<file path="src/rtl/irq_res_pkg.sv">
// Package: fixed vector numbering shared by the resolver modules.
// Assumes three non-maskable sources occupy the lowest vector indices.
package irq_res_pkg;
    localparam int NMI_COUNT = 3;
    localparam int VEC_PIN   = 0;
    localparam int VEC_TRAP  = 1;
    localparam int VEC_SOFT  = 2;
    localparam int VEC_MASK0 = 3;
endpackage

</file>
<file path="src/rtl/irq_mask_regs.sv">
// Mask and option registers: group mask (I), one-way pin mask (X),
// promotion select and the edge-select bit with its post-reset write window.
// Assumes synchronous active-low reset and single-cycle strobes.
module irq_mask_regs #(
    parameter int WINDOW = 64,
    parameter int PSEL_W = 4
) (
    input  logic              clk,
    input  logic              rst_n,
    input  logic              sei_i,
    input  logic              cli_i,
    input  logic              ccr_wr_i,
    input  logic              ccr_x_i,
    input  logic              ccr_i_i,
    input  logic              take_mask_i,
    input  logic              prio_wr_i,
    input  logic [PSEL_W-1:0] prio_val_i,
    input  logic              opt_wr_i,
    input  logic              opt_edge_i,
    output logic              i_mask_o,
    output logic              x_mask_o,
    output logic [PSEL_W-1:0] prio_sel_o,
    output logic              edge_mode_o
);
    localparam int CNT_W = $clog2(WINDOW + 1);

    logic [CNT_W-1:0] win_cnt_q;
    logic             win_open;

    assign win_open = (win_cnt_q < CNT_W'(WINDOW));

    // Group mask: a take wins, then condition-code write, then set, then clear.
    always_ff @(posedge clk) begin
        if (!rst_n)           i_mask_o <= 1'b1;
        else if (take_mask_i) i_mask_o <= 1'b1;
        else if (ccr_wr_i)    i_mask_o <= ccr_i_i;
        else if (sei_i)       i_mask_o <= 1'b1;
        else if (cli_i)       i_mask_o <= 1'b0;
    end

    // Pin mask: only a written zero has any effect.
    always_ff @(posedge clk) begin
        if (!rst_n)                    x_mask_o <= 1'b1;
        else if (ccr_wr_i && !ccr_x_i) x_mask_o <= 1'b0;
    end

    // Promotion select register.
    always_ff @(posedge clk) begin
        if (!rst_n)         prio_sel_o <= '0;
        else if (prio_wr_i) prio_sel_o <= prio_val_i;
    end

    // Window counter saturating at WINDOW.
    always_ff @(posedge clk) begin
        if (!rst_n)        win_cnt_q <= '0;
        else if (win_open) win_cnt_q <= win_cnt_q + 1'b1;
    end

    // Edge select: writable only while the window is open.
    always_ff @(posedge clk) begin
        if (!rst_n)                    edge_mode_o <= 1'b0;
        else if (opt_wr_i && win_open) edge_mode_o <= opt_edge_i;
    end

    p_x_oneway_r2: assert property (@(posedge clk) disable iff (!rst_n)
        !$rose(x_mask_o));

    p_take_sets_i_r3: assert property (@(posedge clk) disable iff (!rst_n)
        take_mask_i |=> i_mask_o);

    p_edge_frozen_r9: assert property (@(posedge clk) disable iff (!rst_n)
        (win_cnt_q == CNT_W'(WINDOW)) |=> $stable(edge_mode_o));
endmodule

</file>
<file path="src/rtl/irq_ext_sense.sv">
// External maskable pin sensing: active-low level or latched falling edge.
// Assumes the pin is already synchronous to clk.
module irq_ext_sense (
    input  logic clk,
    input  logic rst_n,
    input  logic pin_n_i,
    input  logic edge_mode_i,
    input  logic take_ext_i,
    output logic req_o
);
    logic prev_q;
    logic pend_q;
    logic fall;

    assign fall  = prev_q && !pin_n_i;
    assign req_o = edge_mode_i ? pend_q : !pin_n_i;

    // Previous pin sample, idle high.
    always_ff @(posedge clk) begin
        if (!rst_n) prev_q <= 1'b1;
        else        prev_q <= pin_n_i;
    end

    // Pending flag: a new edge beats a take in the same cycle.
    always_ff @(posedge clk) begin
        if (!rst_n) pend_q <= 1'b0;
        else        pend_q <= edge_mode_i && (fall || (pend_q && !take_ext_i));
    end

    p_edge_latch_r8: assert property (@(posedge clk) disable iff (!rst_n)
        (edge_mode_i && prev_q && !pin_n_i) |=> pend_q);
endmodule

</file>
<file path="src/rtl/irq_pick.sv">
// Winner selection: fixed non-maskable order, then an optional promoted
// maskable source, then the lowest maskable index. Purely combinational.
module irq_pick
    import irq_res_pkg::*;
#(
    parameter int NM     = 15,
    parameter int PSEL_W = 4,
    parameter int VEC_W  = 5
) (
    input  logic              pin_i,
    input  logic              trap_i,
    input  logic              soft_i,
    input  logic [NM-1:0]     mreq_i,
    input  logic              i_mask_i,
    input  logic [PSEL_W-1:0] prio_sel_i,
    output logic              valid_o,
    output logic [VEC_W-1:0]  vec_o
);
    logic [NM-1:0]    eff;
    logic             promo_hit;
    logic             fix_hit;
    logic [VEC_W-1:0] fix_vec;
    logic [VEC_W-1:0] promo_vec;

    assign eff = i_mask_i ? '0 : mreq_i;

    // Promoted source lookup.
    always_comb begin
        promo_hit = 1'b0;
        promo_vec = '0;
        for (int k = 0; k < NM; k++) begin
            if (int'(prio_sel_i) == k && eff[k]) begin
                promo_hit = 1'b1;
                promo_vec = VEC_W'(VEC_MASK0 + k);
            end
        end
    end

    // Lowest-index maskable request.
    always_comb begin
        fix_hit = 1'b0;
        fix_vec = '0;
        for (int k = NM - 1; k >= 0; k--) begin
            if (eff[k]) begin
                fix_hit = 1'b1;
                fix_vec = VEC_W'(VEC_MASK0 + k);
            end
        end
    end

    // Final ranking.
    always_comb begin
        valid_o = 1'b1;
        if (pin_i)          vec_o = VEC_W'(VEC_PIN);
        else if (trap_i)    vec_o = VEC_W'(VEC_TRAP);
        else if (soft_i)    vec_o = VEC_W'(VEC_SOFT);
        else if (promo_hit) vec_o = promo_vec;
        else if (fix_hit)   vec_o = fix_vec;
        else begin
            valid_o = 1'b0;
            vec_o   = '0;
        end
    end
endmodule

</file>
<file path="src/rtl/irq_resolver.sv">
// Top: interrupt mask and priority resolver. Combines peripheral requests
// with their enables, senses the external pin, applies masks and presents
// one vector. Assumes take_i is a single-cycle pulse from the sequencer.
module irq_resolver
    import irq_res_pkg::*;
#(
    parameter int N_PER  = 14,
    parameter int WINDOW = 64,
    parameter int PSEL_W = 4
) (
    input  logic              clk,
    input  logic              rst_n,
    input  logic              nmi_n_i,
    input  logic              illop_i,
    input  logic              swi_i,
    input  logic              ext_n_i,
    input  logic [N_PER-1:0]  per_req_i,
    input  logic [N_PER-1:0]  per_en_i,
    input  logic              take_i,
    input  logic              sei_i,
    input  logic              cli_i,
    input  logic              ccr_wr_i,
    input  logic              ccr_x_i,
    input  logic              ccr_i_i,
    input  logic              prio_wr_i,
    input  logic [PSEL_W-1:0] prio_val_i,
    input  logic              opt_wr_i,
    input  logic              opt_edge_i,
    output logic              irq_valid,
    output logic [$clog2(NMI_COUNT+N_PER+1)-1:0] irq_vec,
    output logic              i_mask,
    output logic              x_mask,
    output logic              edge_mode
);
    localparam int NM    = N_PER + 1;
    localparam int VEC_W = $clog2(NMI_COUNT + NM);

    logic [NM-1:0]     mreq;
    logic              ext_req;
    logic              pin_act;
    logic              take;
    logic              take_mask;
    logic              take_ext;
    logic [PSEL_W-1:0] prio_sel;

    assign pin_act   = !nmi_n_i && !x_mask;
    assign take      = take_i && irq_valid;
    assign take_mask = take && (irq_vec >= VEC_W'(VEC_MASK0));
    assign take_ext  = take && (irq_vec == VEC_W'(VEC_MASK0));
    assign mreq[0]   = ext_req;

    // Peripheral request qualification by enable bit.
    for (genvar g = 0; g < N_PER; g++) begin : g_per
        assign mreq[g+1] = per_req_i[g] && per_en_i[g];
    end

    irq_mask_regs #(.WINDOW(WINDOW), .PSEL_W(PSEL_W)) u_regs (
        .clk         (clk),
        .rst_n       (rst_n),
        .sei_i       (sei_i),
        .cli_i       (cli_i),
        .ccr_wr_i    (ccr_wr_i),
        .ccr_x_i     (ccr_x_i),
        .ccr_i_i     (ccr_i_i),
        .take_mask_i (take_mask),
        .prio_wr_i   (prio_wr_i),
        .prio_val_i  (prio_val_i),
        .opt_wr_i    (opt_wr_i),
        .opt_edge_i  (opt_edge_i),
        .i_mask_o    (i_mask),
        .x_mask_o    (x_mask),
        .prio_sel_o  (prio_sel),
        .edge_mode_o (edge_mode)
    );

    irq_ext_sense u_ext (
        .clk         (clk),
        .rst_n       (rst_n),
        .pin_n_i     (ext_n_i),
        .edge_mode_i (edge_mode),
        .take_ext_i  (take_ext),
        .req_o       (ext_req)
    );

    irq_pick #(.NM(NM), .PSEL_W(PSEL_W), .VEC_W(VEC_W)) u_pick (
        .pin_i      (pin_act),
        .trap_i     (illop_i),
        .soft_i     (swi_i),
        .mreq_i     (mreq),
        .i_mask_i   (i_mask),
        .prio_sel_i (prio_sel),
        .valid_o    (irq_valid),
        .vec_o      (irq_vec)
    );

    p_masked_quiet_r1: assert property (@(posedge clk) disable iff (!rst_n)
        (irq_valid && i_mask) |-> (irq_vec < VEC_W'(VEC_MASK0)));

    p_trap_taken_r4: assert property (@(posedge clk) disable iff (!rst_n)
        (illop_i && (nmi_n_i || x_mask)) |-> (irq_valid && irq_vec == VEC_W'(VEC_TRAP)));

    p_idle_zero_r10: assert property (@(posedge clk) disable iff (!rst_n)
        !irq_valid |-> (irq_vec == '0));
endmodule

</file>
<file path="config.mk">
export PLATFORM = sky130hd
export DESIGN_NAME = irq_resolver
export DESIGN_NICKNAME = d
export VERILOG_FILES = /design/src/rtl/irq_res_pkg.sv /design/src/rtl/irq_mask_regs.sv /design/src/rtl/irq_ext_sense.sv /design/src/rtl/irq_pick.sv /design/src/rtl/irq_resolver.sv
export SDC_FILE = /design/constraint.sdc
export NUM_CORES = 1
export LEC_CHECK = 0
export CORE_MARGIN = 8
export CORE_UTILIZATION = 44
export DETAILED_ROUTE_END_ITERATION = 10
export PLACE_DENSITY = 0.89
export SLEW_MARGIN = 15
export SYNTH_ARGS = -nofsm -noshare
export SYNTH_HDL_FRONTEND = slang
export SYNTH_SLANG_ARGS = --single-unit
</file>
<file path="constraint.sdc">
create_clock -name clk -period 3.1 [get_ports clk]
set_clock_uncertainty 0.2 [all_clocks]
set_input_delay 0.62 -clock clk [delete_from_list [all_inputs] [get_ports clk]]
set_output_delay 0.62 -clock clk [all_outputs]
set_load 0.05 [all_outputs]
</file>
==> metrics.md <==
| Metric | Value |
|---|---|
| CP required | `approximately 2.3 ns` |
| VDD IR-drop max | `0.000355 V` |
| Ys Warns | `0` |
| Worst-path clk slew | `approximately 0.09 ns` |
| Crit path arrival time | `between 2 and 3 ns` |
| Pwr Density | `284 mW/mm²` |
| Post-synth net total | `237` |
| Synth-to-layout area growth | `90.6%` |
| Slew Limit Fails | `0` |
| Core Footprint | `between 0.003 and 0.004 mm²` |
| Terminus of the critical flop-to-flop path | `u_regs.i_mask_o$_SDFFE_PP1P_` |
| WL final | `7870 µm` |
| Hold path startpoint | `u_regs.win_cnt_q[5]$_SDFFE_PN0N_` |
| Flops & latches, synth | `16` |
| FMAX | `about 0.28 GHz` |
| Layout filler cell count | `159` |
| Commonest non-fill, non-tap cell in the layout | `buf_4` |
| Crit path time final | `3.55 ns` |
| Fin nets | `between 300 and 400` |
| Initial antenna violation count | `1` |
| Most frequent cells in the layout | `buf_4 (65), dlygate4sd2_1 (24), nand2_1 (20), clkdlybuf4s50_1 (20), nor2_1 (12)` |
| Layout cell share with drive strength beyond 1 | `around 43%` |
| Final Core Density | `85.8%` |
| Final period utilization | `114%` |
| TritonCTS Sinks | `16` |
| Die area | `roughly 0.0055 mm²` |
| DR vias/cell | `6.68` |
| Total GRT Usage | `around a quarter` |
| CTS buffer count | `3` |
| Skew-Pair Late Insertion Delay | `0.29 ns` |
| Synth cell types | `58` |
| Slew HR | `between 60% and 70%` |
| Grt total ovfl | `0` |
| WL per Instance | `between 20 and 25 µm` |
| Crit-path max FO | `4` |
| Sequential cell area fraction in the yosys report | `between 20% and 30%` |
| H-tree depth | `1` |
| Die Span X | `roughly 74 µm` |
| Routed Antenna Nets | `0` |
| RSZ-0062 raised after global routing | `yes` |
| Slew @ Worst Pin | `0.521 ns` |
| Longest Clk Path Bufs | `2` |
| Startpoint types | `flip-flop` |
| CTS tree | `yes` |
| Die H | `between 70 and 80 µm` |
| Top post-synthesis cells by area | `dfxtp_1 (22%), nand2_1 (5.3%), a21oi_1 (5.1%)` |
| HP Class | `flip-flop to flip-flop` |
| Hold Slack | `approximately 0.33 ns` |
| RD Place Congestion | `0.996` |
| Setup violators final | `5` |
| Reg2Reg Setup Slack | `-0.40 ns` |
| Failing checks | `setup timing` |
| Post-synth top area share | `between 20% and 30%` |
| Via count | `~2,400` |
| Largest net degree at the start of global routing | `17` |
| CTS root buf | `clkbuf_4` |
| Final worst slack | `-0.448 ns` |
| Row Count | `21` |
| Initial DRC count | `341` |
| CP endpoint kind | `primary output` |
| I/O pin count | `56` |
| Status | `complete, but fails checks` |
| Leakage power total | `roughly 1.2 nW` |
| Worst Reg-to-Reg Cells | `19` |
| DR pass1 iterations | `6` |
| Syn_area_per_cell | `between 7 and 8 µm²` |
| Post-Syn Instances | `189` |
| WHS Path Cells | `2` |
| DRC viols | `0` |
| Setup TNS | `-1.44 ns` |
| Crit Path Class | `flip-flop to primary output` |
| Async SR Flop Fraction | `0%` |
| Overall Power | `0.000801 W` |
| Vias in the first global route | `between 2,000 and 2,500` |
| Max-cap violations | `0` |
| Syn Std Cell Area | `0.00148 mm²` |
| IO buf count | `55` |
| Initial Util | `45.0%` |
| FF-to-FF Start | `u_regs.prio_sel_o[1]$_SDFFE_PN0P_` |
| Commonest register cell after synthesis | `dfxtp_1` |
| Dominant cell type by area after synthesis | `dfxtp_1` |
| Hold Buf Count CTS | `0` |
| Fin. Hold Viols | `0` |
| Post-synth EDFFs | `0` |
| Placed wire-length estimate | `approximately 4300 µm` |
| First-pass GRT wire length | `~11,000 µm` |
| Hold path endpoint | `u_regs.win_cnt_q[5]$_SDFFE_PN0N_` |
==> report_power, final <==
part	switching (W)	internal (W)	total, W
sequential	0.0000189	0.000216	0.000235
clock	0.0000674	0.0000716	0.000139
combinational	0.000206	0.000221	0.000427
==> stage by stage <==
stage / setup slack (ns) / cell area [µm²] / std cells
floorplan: 0.0108 / 1490 / 189
global placement: -0.500 / 2390 / 321
detailed placement: -0.556 / 2390 / 321
CTS: -0.267 / 2700 / 347
global route: -0.615 / 2820 / 355
finish: -0.448 / 2820 / 355
==> worst max path at each step <==
stage	from	end	slack (ns)	cells past startpoint
floorplan	ext_n_i	irq_vec[4]	0.01	5
global placement	per_en_i[10]	irq_vec[0]	-0.50	9
detailed placement	per_en_i[10]	irq_vec[0]	-0.56	9
CTS	u_regs.prio_sel_o[0]$_SDFFE_PN0P_	irq_vec[0]	-0.27	9
global route	u_regs.prio_sel_o[1]$_SDFFE_PN0P_	irq_vec[0]	-0.61	10
finish	u_regs.prio_sel_o[1]$_SDFFE_PN0P_	irq_vec[0]	-0.45	9
==> registers in the layout (all words and copies together) (netlist names) <==
name	cells
u_regs.edge_mode_o	1
u_regs.prio_sel_o	4
u_ext.pend_q	1
u_regs.x_mask_o	1
u_regs.i_mask_o	1
u_regs.win_cnt_q	7
u_ext.prev_q	1
==> Yosys cell counts, types with 4 or more instances <==
| cell | n |
|---|---|
| nand2b_1 | 5 |
| and2_1 | 8 |
| mux2i_1 | 6 |
| nor2b_1 | 10 |
| inv_1 | 4 |
| nand2_1 | 21 |
| dfxtp_1 | 16 |
| a21oi_1 | 15 |
| a22oi_1 | 4 |
| nor2_1 | 13 |
| a31oi_1 | 6 |
| nand4b_1 | 7 |
| o21ai_0 | 8 |
==> cell type report <==
type                            count  area [µm²]  area share (%)
Inverter                            4        15.0           0.533
Tap cell                           46        57.6            2.04
Clock buffer                        4        36.3            1.29
Sequential cell                    16         334            11.9
Antenna cell                        1        2.50          0.0888
Timing Repair Buffer              123        1080            38.3
Multi-Input combinational cell    161        1290            45.9
==> worst max-delay path, stage by stage, from the launching register on <==
cell      delay (ns)
dfxtp_4         0.37
buf_6           0.13
and4_1          0.19
a32oi_2         0.29
a31oi_4         0.14
or4b_4          0.51
o211ai_1        0.29
and2b_1         0.20
o22a_2          0.18
buf_12          0.13
==> cells by family after synthesis <==
| group | Yosys count | share of synthesized area [%] |
|---|---|---|
| and+or+nand+nor | 89 | 34.7 |
| AOI/OAI and AO/OA | 60 | 30.4 |
| DFF | 16 | 21.7 |
| buffers and inverters | 12 | 4.40 |
| muxes | 7 | 5.59 |
| xor gates and xnor gates | 4 | 2.37 |
| adders and majority gates | 1 | 0.847 |
==> layer usage <==
layer | vias to the layer above | track usage (%) | share of wire (%)
li1 | 961 | - | -
met1 | 1067 | 24.7 | 34
met2 | 251 | 45.7 | 48
met3 | 91 | 7.01 | 11
met4 | 0 | 20.6 | 7.7
met5 | - | 0 | 0
==> repair_timing <==
item	in CTS	in global routing
cloned	0	0
gates resized for setup	69	19
setup buffers	22	7
endpoints found under the setup margin	6	6
pin swaps	28	16
Power figures use the tool's default switching activity.
